[src/rtl/acc_cpu_pkg.sv]
package acc_cpu_pkg;

  typedef enum logic [1:0] {
    PH_FETCH = 2'b00,
    PH_OPND  = 2'b01,
    PH_EXEC  = 2'b10,
    PH_INTR  = 2'b11
  } phase_e;

  typedef enum logic [1:0] {
    AM_IMM = 2'b00,
    AM_DIR = 2'b01,
    AM_IND = 2'b10,
    AM_RET = 2'b11
  } amode_e;

  typedef enum logic [1:0] {
    OP_LOAD  = 2'b00,
    OP_ADD   = 2'b01,
    OP_STORE = 2'b10,
    OP_JUMP  = 2'b11
  } opcode_e;

  // micro-steps inside the four major phases
  typedef enum logic [3:0] {
    S_F_MAR, S_F_RD, S_F_MBR, S_F_IR,
    S_D_START, S_D_PRD, S_D_PMBR, S_D_PFIX, S_D_ORD, S_D_OMBR,
    S_E_RUN,
    S_I_CHK
  } ustep_e;

  function automatic phase_e phase_of(ustep_e s);
    case (s)
      S_F_MAR, S_F_RD, S_F_MBR, S_F_IR:                       return PH_FETCH;
      S_D_START, S_D_PRD, S_D_PMBR, S_D_PFIX, S_D_ORD, S_D_OMBR: return PH_OPND;
      S_E_RUN:                                                return PH_EXEC;
      default:                                                return PH_INTR;
    endcase
  endfunction

endpackage

[src/rtl/acc_cpu_ctrl.sv]
module acc_cpu_ctrl
  import acc_cpu_pkg::*;
(
  input  logic       clk,
  input  logic       rst,
  input  logic       irq,
  input  logic       masked,
  input  logic [1:0] mode,
  input  logic [1:0] opc,
  output ustep_e     step,
  output logic       mar_from_pc,
  output logic       mar_from_ir,
  output logic       rd_strobe,
  output logic       mbr_ld,
  output logic       pc_inc,
  output logic       ir_ld,
  output logic       ir_fix,
  output logic       exec_en,
  output logic       intr_take
);

  ustep_e step_nx;
  logic   needs_data;
  logic   is_ind;

  assign is_ind     = (mode == AM_IND);
  assign needs_data = ((opc == OP_LOAD) || (opc == OP_ADD)) && (mode != AM_IMM);

  always_comb begin
    step_nx = step;
    case (step)
      S_F_MAR:   step_nx = S_F_RD;
      S_F_RD:    step_nx = S_F_MBR;
      S_F_MBR:   step_nx = S_F_IR;
      S_F_IR:    step_nx = S_D_START;
      S_D_START: begin
        if (is_ind)          step_nx = S_D_PRD;
        else if (needs_data) step_nx = S_D_ORD;
        else                 step_nx = S_E_RUN;
      end
      S_D_PRD:   step_nx = S_D_PMBR;
      S_D_PMBR:  step_nx = S_D_PFIX;
      S_D_PFIX:  step_nx = S_D_START;
      S_D_ORD:   step_nx = S_D_OMBR;
      S_D_OMBR:  step_nx = S_E_RUN;
      S_E_RUN:   step_nx = S_I_CHK;
      S_I_CHK:   step_nx = S_F_MAR;
      default:   step_nx = S_F_MAR;
    endcase
  end

  always_ff @(posedge clk) begin
    if (rst) step <= S_F_MAR;
    else     step <= step_nx;
  end

  always_comb begin
    mar_from_pc = (step == S_F_MAR);
    mar_from_ir = (step == S_D_START) && (is_ind || needs_data);
    rd_strobe   = (step == S_F_RD) || (step == S_D_PRD) || (step == S_D_ORD);
    mbr_ld      = (step == S_F_MBR) || (step == S_D_PMBR) || (step == S_D_OMBR);
    pc_inc      = (step == S_F_MBR);
    ir_ld       = (step == S_F_IR);
    ir_fix      = (step == S_D_PFIX);
    exec_en     = (step == S_E_RUN);
    intr_take   = (step == S_I_CHK) && irq && !masked;
  end

endmodule

[src/rtl/acc_cpu_alu.sv]
module acc_cpu_alu
  import acc_cpu_pkg::*;
#(
  parameter int DW = 16
) (
  input  logic [1:0]    opc,
  input  logic [DW-1:0] acc,
  input  logic [DW-1:0] operand,
  output logic [DW-1:0] result,
  output logic          acc_we
);

  always_comb begin
    result = acc;
    acc_we = 1'b0;
    case (opc)
      OP_LOAD: begin result = operand;       acc_we = 1'b1; end
      OP_ADD:  begin result = acc + operand; acc_we = 1'b1; end
      default: begin result = acc;           acc_we = 1'b0; end
    endcase
  end

endmodule

[src/rtl/acc_cpu_rstack.sv]
module acc_cpu_rstack #(
  parameter int AW    = 12,
  parameter int DEPTH = 4
) (
  input  logic          clk,
  input  logic          rst,
  input  logic          push,
  input  logic          pop,
  input  logic [AW-1:0] push_addr,
  output logic [AW-1:0] top_addr
);

  localparam int PW = (DEPTH > 1) ? $clog2(DEPTH) : 1;
  localparam int CW = $clog2(DEPTH + 1);
  localparam logic [CW-1:0] FULL = CW'(DEPTH);

  logic [AW-1:0] slot [DEPTH];
  logic [PW-1:0] wp;
  logic [PW-1:0] rp;
  logic [CW-1:0] fill;

  assign rp       = wp - PW'(1);
  assign top_addr = (fill == '0) ? '0 : slot[rp];

  // circular storage: a push when full overwrites the oldest entry
  for (genvar i = 0; i < DEPTH; i++) begin : g_slot
    always_ff @(posedge clk) begin
      if (push && (wp == PW'(i))) slot[i] <= push_addr;
    end
  end

  always_ff @(posedge clk) begin
    if (rst) begin
      wp   <= '0;
      fill <= '0;
    end else if (push) begin
      wp <= wp + PW'(1);
      if (fill != FULL) fill <= fill + CW'(1);
    end else if (pop && (fill != '0)) begin
      wp   <= rp;
      fill <= fill - CW'(1);
    end
  end

endmodule

[src/rtl/acc_cpu_core.sv]
module acc_cpu_core
  import acc_cpu_pkg::*;
#(
  parameter int          AW          = 12,
  parameter int          STACK_DEPTH = 4,
  parameter int unsigned ISR_ADDR    = 'h100
) (
  input  logic               clk,
  input  logic               rst,
  input  logic               irq,
  output logic [AW-1:0]      mem_addr,
  output logic               mem_rd,
  output logic               mem_wr,
  output logic [AW+3:0]      mem_wdata,
  input  logic [AW+3:0]      mem_rdata,
  output logic [1:0]         phase,
  output logic [AW-1:0]      pc_out,
  output logic [AW+3:0]      acc_out,
  output logic               irq_masked
);

  localparam int DW = AW + 4;
  localparam logic [AW-1:0] ISR_VEC = AW'(ISR_ADDR);

  logic [AW-1:0] pc, mar;
  logic [DW-1:0] mbr, ir, ac;
  logic          masked;

  logic [1:0]    ir_mode, ir_opc;
  logic [AW-1:0] ir_field;

  assign ir_mode  = ir[DW-1 -: 2];
  assign ir_opc   = ir[AW+1:AW];
  assign ir_field = ir[AW-1:0];

  ustep_e step;
  logic   mar_from_pc, mar_from_ir, rd_strobe, mbr_ld, pc_inc;
  logic   ir_ld, ir_fix, exec_en, intr_take;

  acc_cpu_ctrl u_ctrl (
    .clk         (clk),
    .rst         (rst),
    .irq         (irq),
    .masked      (masked),
    .mode        (ir_mode),
    .opc         (ir_opc),
    .step        (step),
    .mar_from_pc (mar_from_pc),
    .mar_from_ir (mar_from_ir),
    .rd_strobe   (rd_strobe),
    .mbr_ld      (mbr_ld),
    .pc_inc      (pc_inc),
    .ir_ld       (ir_ld),
    .ir_fix      (ir_fix),
    .exec_en     (exec_en),
    .intr_take   (intr_take)
  );

  logic          is_store, is_jump, is_ret;
  logic [DW-1:0] operand, alu_res;
  logic          alu_we;

  assign is_store = (ir_opc == OP_STORE);
  assign is_jump  = (ir_opc == OP_JUMP) && (ir_mode != AM_RET);
  assign is_ret   = (ir_opc == OP_JUMP) && (ir_mode == AM_RET);
  assign operand  = (ir_mode == AM_IMM) ? DW'(ir_field) : mbr;

  acc_cpu_alu #(.DW(DW)) u_alu (
    .opc     (ir_opc),
    .acc     (ac),
    .operand (operand),
    .result  (alu_res),
    .acc_we  (alu_we)
  );

  logic          stk_pop;
  logic [AW-1:0] stk_top;

  assign stk_pop = exec_en && is_ret;

  acc_cpu_rstack #(.AW(AW), .DEPTH(STACK_DEPTH)) u_stack (
    .clk       (clk),
    .rst       (rst),
    .push      (intr_take),
    .pop       (stk_pop),
    .push_addr (pc),
    .top_addr  (stk_top)
  );

  // address register and buffer register
  always_ff @(posedge clk) begin
    if (rst) begin
      mar <= '0;
      mbr <= '0;
    end else begin
      if (mar_from_pc)      mar <= pc;
      else if (mar_from_ir) mar <= ir_field;
      if (mbr_ld) mbr <= mem_rdata;
    end
  end

  // instruction register; indirect resolution rewrites it as direct
  always_ff @(posedge clk) begin
    if (rst)         ir <= '0;
    else if (ir_ld)  ir <= mbr;
    else if (ir_fix) ir <= {AM_DIR, ir_opc, mbr[AW-1:0]};
  end

  // program counter and interrupt mask
  always_ff @(posedge clk) begin
    if (rst) begin
      pc     <= '0;
      masked <= 1'b0;
    end else if (intr_take) begin
      pc     <= ISR_VEC;
      masked <= 1'b1;
    end else if (pc_inc) begin
      pc <= pc + AW'(1);
    end else if (exec_en && is_jump) begin
      pc <= ir_field;
    end else if (stk_pop) begin
      pc     <= stk_top;
      masked <= 1'b0;
    end
  end

  always_ff @(posedge clk) begin
    if (rst)                    ac <= '0;
    else if (exec_en && alu_we) ac <= alu_res;
  end

  assign mem_rd     = rd_strobe;
  assign mem_wr     = exec_en && is_store;
  assign mem_addr   = (exec_en && is_store) ? ir_field : mar;
  assign mem_wdata  = ac;
  assign phase      = phase_of(step);
  assign pc_out     = pc;
  assign acc_out    = ac;
  assign irq_masked = masked;

endmodule

[config.mk]
export PLATFORM = sky130hd
export DESIGN_NAME = acc_cpu_core
export DESIGN_NICKNAME = d
export VERILOG_FILES = /design/src/rtl/acc_cpu_pkg.sv /design/src/rtl/acc_cpu_ctrl.sv /design/src/rtl/acc_cpu_alu.sv /design/src/rtl/acc_cpu_rstack.sv /design/src/rtl/acc_cpu_core.sv
export SDC_FILE = /design/constraint.sdc
export NUM_CORES = 1
export LEC_CHECK = 0
export ABC_AREA = 0
export BUFFER_PORTS_ARGS = -buffer_cell sky130_fd_sc_hd__buf_2
export CAP_MARGIN = 0
export CORE_UTILIZATION = 30
export DETAILED_ROUTE_END_ITERATION = 10
export GPL_TIMING_DRIVEN = 0
export PLACE_DENSITY = 0.44
export SLEW_MARGIN = 20
export SYNTH_ARGS = -nofsm -noshare
export SYNTH_HDL_FRONTEND = slang
export SYNTH_SLANG_ARGS = --single-unit
[constraint.sdc]
create_clock -name clk -period 4 [get_ports clk]
set_input_delay 0.2 -clock clk [delete_from_list [all_inputs] [get_ports clk]]
set_output_delay 0.2 -clock clk [all_outputs]
set_load 0.02 [all_outputs]
# Word level (Yosys, flattened, before mapping)
# Memories as Yosys holds them, arrays and structs flattened. A register that Yosys moved wholly into a read port is not among the register bits.
# Cells that the tools add are included.
[totals]
reg_bits = 82
ram_bits = 48
rom_bits = 32
in_bits = 19
memories = 2
[op_classes]
n_addsub = 6
n_eq_ne = 24
n_mux = 43
reduce_logical = 45
[memory_table]
columns = ["memory", "depth", "word_bits", "read_ports", "rd_ports_with_merged_regs", "wr", "line", "rtl"]
rows = [
  ["u_stack.slot", 4, 12, 1, 0, 1, "acc_cpu_rstack.sv:17", "logic [AW-1:0] slot [DEPTH];"],
  ["(no name shown)", 16, 2, 1, 1, 0, "acc_cpu_pkg.sv:33", "case (s)"],
]
[op_table]
columns = ["op", "n"]
rows = [
  ["two-way mux 12 bit", 10],
  ["two-way mux 16 bit", 3],
  ["case mux 4 bit (10 select lines)", 1],
  ["OR reduction 12 bit", 3],
  ["case mux 16 bit (2 select lines)", 1],
  ["adder 16 bit", 1],
  ["== test 4 x 3 -> 1 bit (second input constant)", 4],
  ["== test 4 bit (second input constant)", 4],
  ["two-way mux 1 bit", 16],
  ["logical AND 1 bit", 15],
  ["adder 12 x 1 -> 12 bit (second input constant)", 1],
  ["== test 2 bit (second input constant)", 6],
  ["two-way mux 2 bit", 6],
  ["nonzero test 2 bit", 6],
  ["two-way mux 3 bit", 3],
  ["two-way mux 9 bit", 1],
  ["== test 4 x 2 -> 1 bit (second input constant)", 2],
  ["two-way mux 4 bit", 2],
  ["logical NOT 2 bit", 3],
  ["logical OR 1 bit", 6],
  ["nonzero test 3 bit", 2],
  ["OR reduction 2 bit", 3],
  ["== test 2 x 1 -> 1 bit (second input constant)", 2],
  ["== test 4 x 1 -> 1 bit (second input constant)", 1],
  ["other kinds (13)", 16],
]

# Logic depth before layout (Yosys ltp)
# Gate-level depths: netlist of the first run.
[depth]
ltp_word = 10
ltp_mapped = 13
ltp_nobuf = 12

# Cells and area by module
# Synthesis of the first run repeated with hierarchy kept, for this count alone.
[hier_totals]
cells_unflattened = 741
hier_area_um2 = 7179.4
[by_module_without_submodules]
columns = ["module", "instances", "cells_each", "area_each_um2", "seq_area_each_um2"]
rows = [
  ["acc_cpu_core", 1, 430, 3636.0, 1461.4],
  ["acc_cpu_rstack", 1, 119, 2182.1, 1541.5],
  ["acc_cpu_alu", 1, 154, 1059.8, 0.0],
  ["acc_cpu_ctrl", 1, 38, 301.5, 80.1],
]

# Worst setup path after synthesis of the first run
# OpenSTA, ideal clock, no wires.
[synth_timing]
path_kind = "reg2reg"
start = "register ir[14]"
end = "register ac[10], in the netlist acc_out[10]"
setup_ns = 0.086
arrival_ns = 2.946
path_slack_ns = 0.968
stages_incl_launch_ff = 13
n_path_buf = 1
synth_period_minus_slack_ns = 3.032
cell_sequence = "dfxtp_1 -> nor2_2 -> buf_2 -> mux2_2 -> ha_1 -> inv_1 -> fa_1 -> nor2b_1 -> o21a_1 -> o211a_1 -> o31ai_1 -> mux2_2 -> a211oi_1"
[synth_between]
elab_chain_cells = 4
[synth_rtl]
columns = ["element", "line", "rtl"]
rows = [
  ["start: declaration", "acc_cpu_core.sv:26", "logic [DW-1:0] mbr, ir, ac;"],
  ["start signal: assignment", "acc_cpu_core.sv:105", "else if (ir_ld) ir <= mbr;"],
  ["start signal: assignment", "acc_cpu_core.sv:106", "else if (ir_fix) ir <= {AM_DIR, ir_opc, mbr[AW-1:0]};"],
  ["logical NOT 2 bit *", "acc_cpu_core.sv:66", "assign operand = (ir_mode == AM_IMM) ? DW'(ir_field) : mbr;"],
  ["two-way mux 16 bit *", "acc_cpu_core.sv:66", ""],
  ["adder 16 bit", "acc_cpu_alu.sv:18", "OP_ADD: begin result = acc + operand; acc_we = 1'b1; end"],
  ["case mux 16 bit (2 select lines) *", "acc_cpu_alu.sv:16", "case (opc)"],
  ["end signal: assignment", "acc_cpu_core.sv:129", "else if (exec_en && alu_we) ac <= alu_res;"],
  ["end: declaration", "acc_cpu_core.sv:26", ""],
]
# Mark *: on every way between the ends. The rest lies on a longest branch, timed or not.
# A chain may end at the register's enable or synchronous reset.

# Worst setup path after layout of the first run
[layout_timing]
start = "register ir[14]"
end = "register ac[13], in the netlist acc_out[13]"
# The elaborated chain is that of the path after synthesis.

==> impl_results.md, run 1 <==
- First-pass GRT wire length: roughly 31000 µm
- Register area share after synthesis: 47.1%
- Fin Setup TNS: 0 ps
- Final worst clock skew: 17.1 ps
- Tcrit/Tclk final: 92.6%
- Starting Density: just over 30%
- Ranking of synthesized cells by area: dfxtp_1, edfxtp_1, mux2i_1, nand2_1, mux4_2
- Gate power share: 9.3%
- Vias in the first global route: 5349
- Clk pwr share: 47.8%
- Layout cell share with drive strength beyond 1: 23.0%
- Setup violators final: 0
- Crit Path Max Fanout: 10
- CTS sink cnt: 132
- Antenna Cells: 0
- Via count: 5422
- Routed WL: 19800 µm
- Psw: 0.981 mW
- Worst hold slack: 12.3 ps
- Ports: 80
- PortBufs: 79
- Min cycle time layout: 3700 ps
- Synth top area share: 25.3%
- Cells after DPL: ~1000
- Netlist cell types: 59
- CTS tree: yes
- Total GRT Usage: between 10% and 20%
- Root buf cell: clkbuf_16
- Routability cong.: 0.859
- Final Cell Area: 8030 µm²
- Antenna violations before repair: 0
- Die footprint: 22700 µm²
- Initial DRC count: roughly 250
- Drt pass-1 iters: 4
- Ys async rst share: 0%
- Synth Area per Inst: 10.2 µm²
- Post-layout util: about 37%
- CTS Buffer Depth: 2
- Hpwl dp: 14400 µm
- Kind of critical path: register to register
- Status: complete, no violations
- # rows: 54
- Synthesized net count: 694
- Largest net degree at the start of global routing: 18
- Clock transition at path regs: 70 ps
- Slew margin rel.: 54.3%
- Number of synthesized flops with an enable pin: 48
- Tightest Pin Transition: 686 ps
- Worst skew pair latency: 430 ps
- Via/cell ratio: 5.19
- TritonCTS Buffers: 17
- Startpoint class of the critical path: register
- DIE HEIGHT: roughly 150 µm
- Hold Buf Count CTS: 1
- Gr ovfl total: 0
- Post-Syn Area: 6640 µm²
- Reg2Reg Depth: 12
- Fmax: ~270 MHz
- RSZ-0062 raised after global routing: false
- Flip-flop and latch area: 3120 µm²
- Worst setup EP type: register
- Pre-CTS setup slack: roughly 290 ps
- Post-cts sizing count: 0
- Hold Crit Class: input pin to register
- Post-detailed-route wirelength per cell: ~19 µm
- Hold path depth: 3
- Core box area: ~22000 µm²
- Power, Total: 3.44 mW
- Reg power frac: 42.9%
- # nets final: 793
- Die Wd: 151 µm
- Final Non-Filler Cells: 1045
- Synth area leader: dfxtp_1
- CP arrival: 4020 ps
- # fillers: 2222
- Multi-input logic area: 3200 µm²
- Sw Ratio: 28.5%
- Yosys reg bits: 132
- Max Slew Vio Count: 0
- Main synth FF type: dfxtp_1
- Cell internal pwr: 2.46 mW
- Final hold violation count: 0
- Slack of the critical path: 295 ps
- H-tree depth: 4
- # DRC: 0
- Worst IR Drop VDD: 0.000262 V
- # Post-CTS Setup Buffers: 0
- YS warnings: 0
- CP required: 4320 ps
- Pwr Density: 429 nW/µm²
- Routed Antenna Nets: 0
- Placed inst area: ~7400 µm²
- Max Cap Viol: 0
- Area Overhead vs Synth: 20.9%
- Mapped Cells: 653
- Pleak: approximately 3.3 nW
-- registers in the layout (all words and copies together), names as in the netlist, 3 cells and up --
| signal | flops |
|---|---|
| acc_out | 16 |
| ir | 16 |
| mar | 12 |
| mbr | 16 |
| pc_out | 12 |
| u_ctrl.step | 4 |
| u_stack.fill | 3 |
| u_stack.slot | 48 |
-- cell usage after synthesis, drive strengths merged, types with 2 or more instances --
| cell type | n |
|---|---|
| a21oi | 47 |
| a2111oi | 4 |
| nand3 | 6 |
| o21a | 5 |
| and4 | 3 |
| nor3 | 14 |
| o31a | 2 |
| xor2 | 6 |
| a221oi | 15 |
| and3 | 3 |
| nor2b | 7 |
| nor2 | 65 |
| o21ai | 18 |
| mux2i | 32 |
| nand2b | 7 |
| mux4 | 12 |
| a211oi | 20 |
| edfxtp | 48 |
| buf | 28 |
| or3 | 5 |
| nand4 | 7 |
| fa | 2 |
| xnor2 | 10 |
| mux2 | 16 |
| dfxtp | 84 |
| a21o | 7 |
| o221ai | 7 |
| nand2 | 79 |
| a211o | 2 |
| clkbuf | 21 |
| and2 | 4 |
| a311oi | 4 |
| o211a | 2 |
| a31oi | 3 |
| inv | 12 |
| nor4 | 10 |
| o211ai | 4 |
| nand3b | 2 |
| ha | 20 |
-- routing by layer --
layer	part of all wire, %	GRT usage [%]	up-vias
met1	47	24.9	2653
met2	46	28.8	132
met5	0	0	-
met4	2.2	7.05	0
met3	3.9	3.18	24
li1	-	-	2613
-- power by group through the flow --
stage	Sequential (mW)	Clock (mW)	Combinational [mW]
global route	1.48	1.74	0.351
CTS	1.48	1.68	0.320
finish	1.48	1.64	0.319
detailed placement	1.51	0	0.319
global placement	1.50	0	0.317
floorplan	1.49	0	0.218
-- worst paths after layout --
path	from	to	slack [ps]
worst min register to register	mbr[11]	ir[11]	470
worst max register to register	ir[14]	acc_out[13]	300
worst max-delay path	ir[14]	acc_out[13]	300
worst min-delay path	mem_rdata[5]	mbr[5]	10
-- critical path, stage by stage (launching register included) --
cell and delay [ps]:
dfxtp_1 350, nor2_2 390, buf_2 380, mux2i_1 390
inv_1 80, ha_1 290, a211oi_1 270, o21ai_0 200
a31oi_1 500, nor4_1 120, or4_1 480, nand3_1 90
nand2_1 40
-- layout make-up --
class | instances | share of cell area [%]
Sequential cell | 132 | 38.9
Multi-Input combinational cell | 459 | 39.9
Timing Repair Buffer | 80 | 5.05
Clock inverter | 15 | 2.60
Inverter | 13 | 0.608
Clock buffer | 17 | 5.30
Buffer | 49 | 3.27
Tap cell | 280 | 4.36
-- cell usage in the layout, fill, tap and decap left out, drive strengths merged, types with 6 or more instances in the layout --
cell,synthesis,final
mux4,12,12
xnor2,10,10
mux2i,32,32
nand4,7,7
a21oi,47,47
ha,20,20
o21ai,18,18
a211oi,20,20
nand2,79,79
nor3,14,14
o221ai,7,7
clkbuf,21,38
mux2,16,16
nor2b,7,7
edfxtp,48,48
nor2,65,65
a221oi,15,15
buf,28,107
inv,12,19
nand3,6,6
a21o,7,7
nor4,10,10
clkinv,1,7
xor2,6,6
dfxtp,84,84
nand2b,7,7
-- logic make-up (layout without fill, tap and decap cells) --
group	Yosys count	count (layout)	synth area share (%)
AO/OA/AOI/OAI	147	147	15.0
flip-flops	132	132	47.1
AND/OR/NAND/NOR	214	214	15.1
XOR/XNOR	16	16	2.11
buffers and inverters	62	174	4.69
adder cells (fa/ha/maj)	22	22	4.37
multiplexers	60	60	11.6
Note: power is estimated with default switching activity, not from simulation.
==> run 2: changes to the inputs <==
--- a/config.mk
+++ b/config.mk
@@ -11,8 +11,9 @@
 export CORE_UTILIZATION = 30
 export DETAILED_ROUTE_END_ITERATION = 10
 export GPL_TIMING_DRIVEN = 0
-export PLACE_DENSITY = 0.44
+export PLACE_DENSITY = 0.43
 export SLEW_MARGIN = 20
 export SYNTH_ARGS = -nofsm -noshare
 export SYNTH_HDL_FRONTEND = slang
+export SYNTH_HIERARCHICAL = 1
 export SYNTH_SLANG_ARGS = --single-unit
==> impl_results.md, run 2 <==
- Status: complete, no violations (unchanged)
- Register area share after synthesis: 42.9% (was 47.1%)
- Pre-CTS setup slack: 740 ps (was 291 ps)
- Final worst clock skew: 12.5 ps (was 17.1 ps)
- Post-cts sizing count: 0 (unchanged)
- Multi-input logic area: 3660 µm² (was 3200 µm²)
- Number of synthesized flops with an enable pin: 48 (unchanged)
- Die Wd: 157 µm (was 151 µm)
- Antenna Cells: 0 (unchanged)
- Routed Antenna Nets: 0 (unchanged)
- Final Non-Filler Cells: 1173 (was 1045)
- Main synth FF type: dfxtp_1 (unchanged)
- RSZ-0062 raised after global routing: false (unchanged)
- Yosys reg bits: 130 (was 132)
- Die footprint: 24600 µm² (was 22700 µm²)
- Max Slew Vio Count: 0 (unchanged)
- TritonCTS Buffers: 17 (unchanged)
- Core box area: 23500 µm² (was 21800 µm²)
- Hold Crit Class: input pin to register (unchanged)
- H-tree depth: 4 (unchanged)
- Ys async rst share: 0% (unchanged)
- Final hold violation count: 0 (unchanged)
- YS warnings: 6 (was 0)
- # DRC: 0 (unchanged)
- Post-Syn Area: 7180 µm² (was 6640 µm²)
- Ranking of synthesized cells by area: dfxtp_1, edfxtp_1, mux2i_1, nand2_1, a21oi_1 (was dfxtp_1, edfxtp_1, mux2i_1, nand2_1, mux4_2)
- Max Cap Viol: 0 (unchanged)
- Most common cell in the netlist: nand2_1 (was dfxtp_1)
- Startpoint class of the critical path: register (unchanged)
- Hold Buf Count CTS: 1 (unchanged)
- # Post-CTS Setup Buffers: 0 (unchanged)
- # rows: 56 (was 54)
- Gr ovfl total: 0 (unchanged)
- Cells after DPL: 1140 (was 1012)
- Worst skew pair latency: 420 ps (was 430 ps)
- Synth top area share: 22.9% (was 25.3%)
- Worst hold slack: 26.2 ps (was 12.3 ps)
- Largest net degree at the start of global routing: 17 (was 18)
- CP arrival: 3620 ps (was 4020 ps)
- CTS tree: yes (unchanged)
- Worst IR Drop VDD: 0.000262 V (about the same)
- Mapped Cells: 741 (was 653)
- Kind of critical path: register to register (unchanged)
- Most frequent cells in the layout: buf_2, nand2_1, dfxtp_1 (was buf_2, dfxtp_1, nand2_1)
- Clock transition at path regs: 60 ps (was 70 ps)
- Initial DRC count: 322 (was 246)
- Antenna violations before repair: 0 (unchanged)
- Via count: 5835 (was 5422)
- PortBufs: 79 (unchanged)
- Root buf cell: clkbuf_16 (unchanged)
- Mux contribution to synthesized area: 13.2% (was 11.6%)
- Netlist cell types: 79 (was 59)
- Routed WL: 20300 µm (was 19800 µm)
- Layout cell share with drive strength beyond 1: 25.6% (was 23.0%)
- CTS sink cnt: 130 (was 132)
- Post-detailed-route wirelength per cell: 17.3 µm (was 19.0 µm)
- Slew margin rel.: 35.6% (was 54.3%)
- CP required: 4340 ps (was 4320 ps)
- # fillers: 2380 (was 2222)
- Adder-Cell Fraction of Synth Area: 4.04% (was 4.37%)
- Slack of the critical path: 719 ps (was 295 ps)
- Synth area leader: dfxtp_1 (unchanged)
- Reg2Reg Depth: 13 (was 12)
- Starting Density: 30.6% (was 30.5%)
- # nets final: 882 (was 793)
- Ports: 80 (unchanged)
- Total GRT Usage: 17.3% (was 18.3%)
- Crit Path Max Fanout: 10 (unchanged)
- Largest family of logic cells by synthesized area: simple AND/OR/NAND/NOR gates (unchanged)
- Biggest register: u_stack/slot (was u_stack.slot)
- Commonest non-fill, non-tap cell in the layout: buf_2 (unchanged)
- Drt pass-1 iters: 4 (unchanged)
- Hold Path Sink: mbr[10] (was mbr[5])
- Area Overhead vs Synth: 20.8% (was 20.9%)
- Synthesized net count: 782 (was 694)
- FF-to-FF Start: ir[14] (unchanged)
- Tcrit/Tclk final: 82.0% (was 92.6%)
- Worst flop-to-flop path endpoint: acc_out[15] (was acc_out[13])
- Hold path depth: 3 (unchanged)
- Flip-flop and latch area: 3080 µm² (was 3120 µm²)
- Fin Setup TNS: 0 ps (unchanged)
- Crit. Startpoint: ir[14] (unchanged)
- Synth Area in Simple Gates: 16.9% (was 15.1%)
- DIE HEIGHT: 157 µm (was 151 µm)
- Xor and xnor area share after synthesis: 2.07% (was 2.11%)
- Complex-gate fraction of the synthesized area: 14.8% (was 15.0%)
- Pleak: 3.31 nW (was 3.27 nW)
- Fmax: 305 MHz (was 270 MHz)
- Hpwl dp: 15100 µm (was 14400 µm)
- Routability cong.: 0.876 (was 0.859)
- CTS Buffer Depth: 2 (unchanged)
- Pwr Density: 392 nW/µm² (was 429 nW/µm²)
- Via/cell ratio: 4.97 (was 5.19)
- Vias in the first global route: 5666 (was 5349)
- Min cycle time layout: 3280 ps (was 3700 ps)
- Worst setup EP type: register (unchanged)
- Max reg flops: 48 (unchanged)
- Hold_sp: mem_rdata[10] (was mem_rdata[5])
- R2R setup slack: 720 ps (was 300 ps)
- Setup violators final: 0 (unchanged)
- Tightest Pin Transition: 957 ps (was 686 ps)
- First-pass GRT wire length: 32100 µm (was 30900 µm)
- Synth cell count leaders: nand2_1, dfxtp_1, nor2_1 (was dfxtp_1, nand2_1, nor2_1)
- Synth Area per Inst: 9.69 µm² (was 10.2 µm²)
run 2: cell types whose count changed after synthesis, moves of 11 or more:
cell | before | now
a221oi_1 | 15 | 4
buf_2 | 9 | 20
a21oi_1 | 46 | 68
a211oi_1 | 20 | 8
nand2_1 | 79 | 91
mux2_2 | 16 | 28
and2_1 | 4 | 16
run 2: metrics by stage:
| stage | util (%) | power [mW] | area (µm²) |
|---|---|---|---|
| 2_1_floorplan | - | 1.55 | 7180 |
| 3_3_place_gp | 34.0 | 1.61 | 7970 |
| 3_5_place_dp | 34.0 | 1.61 | 7990 |
| 4_1_cts | 37.0 | 3.44 | 8670 |
| 5_1_grt | 37.0 | 3.52 | 8670 |
| 6_report | 37.0 | 3.40 | 8670 |
run 2: how the worst max path moves through the flow:
| stage | cells after the start | slack (ps) | end |
|---|---|---|---|
| global placement | 9 | 290 | u_stack/fill[2] |
| floorplan | 9 | 1060 | u_stack/fill[2] |
| finish | 13 | 720 | acc_out[15] |
| detailed placement | 13 | 740 | acc_out[15] |
| CTS | 13 | 710 | acc_out[15] |
| global route | 13 | 470 | acc_out[15] |
run 2: area by class of cell:
| cell class | count | share of cell area [%] |
|---|---|---|
| Timing Repair Buffer | 81 | 4.73 |
| Buffer | 64 | 4.34 |
| Inverter | 17 | 0.736 |
| Clock buffer | 18 | 4.95 |
| Clock inverter | 14 | 2.88 |
| Multi-Input combinational cell | 530 | 42.2 |
| Tap cell | 319 | 4.60 |
| Sequential cell | 130 | 35.5 |
run 2: kinds of logic after synthesis:
| group | count (synthesis) |
|---|---|
| xor+xnor | 17 |
| compound gates | 161 |
| buf+inv | 81 |
| fa+ha+maj | 22 |
| simple gates | 254 |
| flops | 130 |
| mux | 76 |
run 2: report_power, final:
part	internal, mW	leakage [nW]	switching [mW]
Sequential	1.38	1.11	0.0237
Clock	1.18	0.330	0.637
Combinational	0.0630	1.86	0.113
Total	2.63	3.31	0.774
run 2: critical path: stages, from the launching register on:
cell and delay, ps:
dfxtp_1 330, buf_4 190, nor2_2 350, buf_2 320, mux2_2 410, ha_1 280
buf_2 190, nand4_1 190, nor2_1 150, o211ai_1 100, o21a_1 140, o311ai_1 310
nand2_1 90, a21oi_1 130
run 2: routing by layer:
metal / track usage, % / wire length [µm] / vias to the layer above / part of all wire, %
met5: 0 / 0 / - / 0
met4: 4.81 / 271 / 0 / 1.3
met3: 3.43 / 911 / 18 / 4.5
met2: 26.0 / 8840 / 150 / 43
met1: 24.8 / 10300 / 2809 / 51
li1: - / - / 2858 / -
==> run 3: changes to the inputs <==
--- a/config.mk
+++ b/config.mk
@@ -11,7 +11,7 @@
 export CORE_UTILIZATION = 30
 export DETAILED_ROUTE_END_ITERATION = 10
 export GPL_TIMING_DRIVEN = 0
-export PLACE_DENSITY = 0.43
+export PLACE_DENSITY = 0.45
 export SLEW_MARGIN = 20
 export SYNTH_ARGS = -nofsm -noshare
 export SYNTH_HDL_FRONTEND = slang
==> constraint.sdc (replaced) <==
create_clock -name clk -period 2.75 [get_ports clk]
set_input_delay 0.1375 -clock clk [delete_from_list [all_inputs] [get_ports clk]]
set_output_delay 0.1375 -clock clk [all_outputs]
set_load 0.02 [all_outputs]
==> impl_results.md, run 3 (same netlist as run 2, synthesis figures left out) <==
- Core box area: 23500 µm² (unchanged)
- Status: complete, no violations (unchanged)
- Reg2Reg Depth: 13 (unchanged)
- CTS Buffer Depth: 2 (unchanged)
- Crit Path Max Fanout: 4 (was 10)
- Largest net degree at the start of global routing: 17 (unchanged)
- Most frequent cells in the layout: buf_2, nand2_1, dfxtp_1 (unchanged)
- RSZ-0062 raised after global routing: true (was false)
- Post-detailed-route wirelength per cell: 17.1 µm (was 17.3 µm)
- Crit. Startpoint: ir[14] (unchanged)
- Via count: 5909 (was 5835)
- Kind of critical path: register to register (unchanged)
- Setup violators final: 0 (unchanged)
- # DRC: 0 (unchanged)
- Area Overhead vs Synth: 29.5% (was 20.8%)
- Tightest Pin Transition: 938 ps (was 957 ps)
- Hold Path Sink: mbr[4] (was mbr[10])
- Tcrit/Tclk final: 97.9% (was 82.0%)
- Worst flop-to-flop path endpoint: acc_out[12] (was acc_out[15])
- DIE HEIGHT: 157 µm (unchanged)
- Hold Crit Class: input pin to register (unchanged)
- Slew margin rel.: 36.9% (was 35.6%)
- Layout cell share with drive strength beyond 1: 31.5% (was 25.6%)
- Die footprint: 24600 µm² (unchanged)
- Die Wd: 157 µm (unchanged)
- Final hold violation count: 0 (unchanged)
- CP arrival: 2980 ps (was 3620 ps)
- FF-to-FF Start: ir[14] (unchanged)
- CP required: 3030 ps (was 4340 ps)
- Worst IR Drop VDD: 0.000353 V (was 0.000262 V)
- CTS tree: yes (unchanged)
- Drt pass-1 iters: 5 (was 4)
- Initial DRC count: 280 (was 322)
- Final Cell Area: 9300 µm² (was 8670 µm²)
- Total GRT Usage: 17.5% (was 17.3%)
- Vias in the first global route: 5512 (was 5666)
- # rows: 56 (unchanged)
- Gr ovfl total: 0 (unchanged)
- Critical-path top delay cell: fa_2 (was mux2_2)
- Starting Density: 30.6% (unchanged)
- Final worst clock skew: 7.53 ps (was 12.5 ps)
- Hold path depth: 3 (unchanged)
- Routed Antenna Nets: 0 (unchanged)
- Worst setup EP type: register (unchanged)
- Max Cap Viol: 0 (unchanged)
- Routability cong.: 0.820 (was 0.876)
- R2R setup slack: 60 ps (was 720 ps)
- Commonest non-fill, non-tap cell in the layout: buf_2 (unchanged)
- Ports: 80 (unchanged)
- # fillers: 2359 (was 2380)
- Via/cell ratio: 4.89 (was 4.97)
- Fmax: 371 MHz (was 305 MHz)
- Antenna violations before repair: 0 (unchanged)
- Max Slew Vio Count: 0 (unchanged)
- Startpoint class of the critical path: register (unchanged)
- Placed inst area: 7990 µm² (about the same)
- PortBufs: 79 (unchanged)
- TritonCTS Buffers: 17 (unchanged)
- Cells after DPL: 1139 (was 1140)
- Biggest register: u_stack/slot (unchanged)
- First-pass GRT wire length: 32200 µm (was 32100 µm)
- Pwr Density: 483 nW/µm² (was 392 nW/µm²)
- Pleak: 3.50 nW (was 3.31 nW)
- Min cycle time layout: 2690 ps (was 3280 ps)
- Worst skew pair latency: 420 ps (about the same)
- Final Non-Filler Cells: 1208 (was 1173)
- Clock transition at path regs: 60 ps (about the same)
- Routed WL: 20600 µm (was 20300 µm)
- CTS sink cnt: 130 (unchanged)
- Max reg flops: 48 (unchanged)
- Hpwl dp: 14700 µm (was 15100 µm)
- H-tree depth: 4 (unchanged)
- CP cell instances: nor2_4, mux2_4, ha_4, inv_2, fa_2, and2b_4, o211ai_4, a31oi_4, nor2b_4, o311a_1, o22a_1, nand2_1, a21oi_1 (was buf_4, nor2_2, buf_2, mux2_2, ha_1, buf_2, nand4_1, nor2_1, o211ai_1, o21a_1, o311ai_1, nand2_1, a21oi_1)
- # nets final: 917 (was 882)
- Antenna Cells: 0 (unchanged)
- Hold_sp: mem_rdata[4] (was mem_rdata[10])
- Max stage delay on crit path: 370 ps (was 410 ps)
- Root buf cell: clkbuf_16 (unchanged)
==> run 3: layer usage <==
layer	global-route usage [%]	wire (µm)	up-vias
li1	-	-	2926
met1	25.7	10600	2865
met2	26.0	9130	105
met3	2.94	662	13
met4	5.00	215	0
met5	0	0	-
==> run 3: final cells by class <==
class	instances	area [µm²]	area share (%)
Clock buffer	18	439	4.72
Sequential cell	130	3090	33.2
Buffer	61	395	4.25
Clock inverter	14	113	1.21
Inverter	17	63.8	0.686
Multi-Input combinational cell	530	4040	43.5
Timing Repair Buffer	119	761	8.18
Tap cell	319	399	4.29
==> run 3: report_power, final <==
group	switching (mW)	internal, mW	total, mW
sequential	0.0335	2.01	2.05
combinational	0.176	0.116	0.291
clock	0.892	1.26	2.15
==> run 3: stage by stage <==
stage	setup WS, ps	TNS [ps]	power [mW]	hold slack (ps)	util, %
3_3_place_gp	-477	-14960	2.35	373	34.0
6_report	57.1	0	4.49	7.85	39.6
4_1_cts	-53.9	-119	4.54	5.64	39.0
3_5_place_dp	-475	-13840	2.35	381	34.0
5_1_grt	-98.1	-499	4.67	23.9	39.6
2_1_floorplan	78.3	0	2.25	204	-
==> run 3: worst max-delay path by stage <==
stage | to | slack (ps)
floorplan | acc_out[12] | 80
global placement | u_stack/fill[2] | -480
detailed placement | u_stack/fill[2] | -470
CTS | acc_out[12] | -50
global route | acc_out[15] | -100
finish | acc_out[12] | 60
==> run 3: worst max-delay path, delay by kind of cell, from the launching register on <==
family | cells | cell delay (ps)
buffers and inverters | 1 | 40
AO/OA/AOI/OAI | 5 | 840
adder cells (fa/ha/maj) | 2 | 500
flip-flops | 1 | 340
multiplexers | 1 | 220
AND/OR/NAND/NOR | 4 | 610
==> run 3: timing repair <==
| item | in CTS | in global routing |
|---|---|---|
| endpoints found under the setup margin | 73 | 23 |
| gates resized for setup | 65 | 32 |
| pin swaps | 23 | 21 |
| cloned | 1 | 0 |
| hold buffers | 15 | 0 |
| setup buffers | 21 | 4 |
| endpoints found under the hold margin | 15 | 0 |
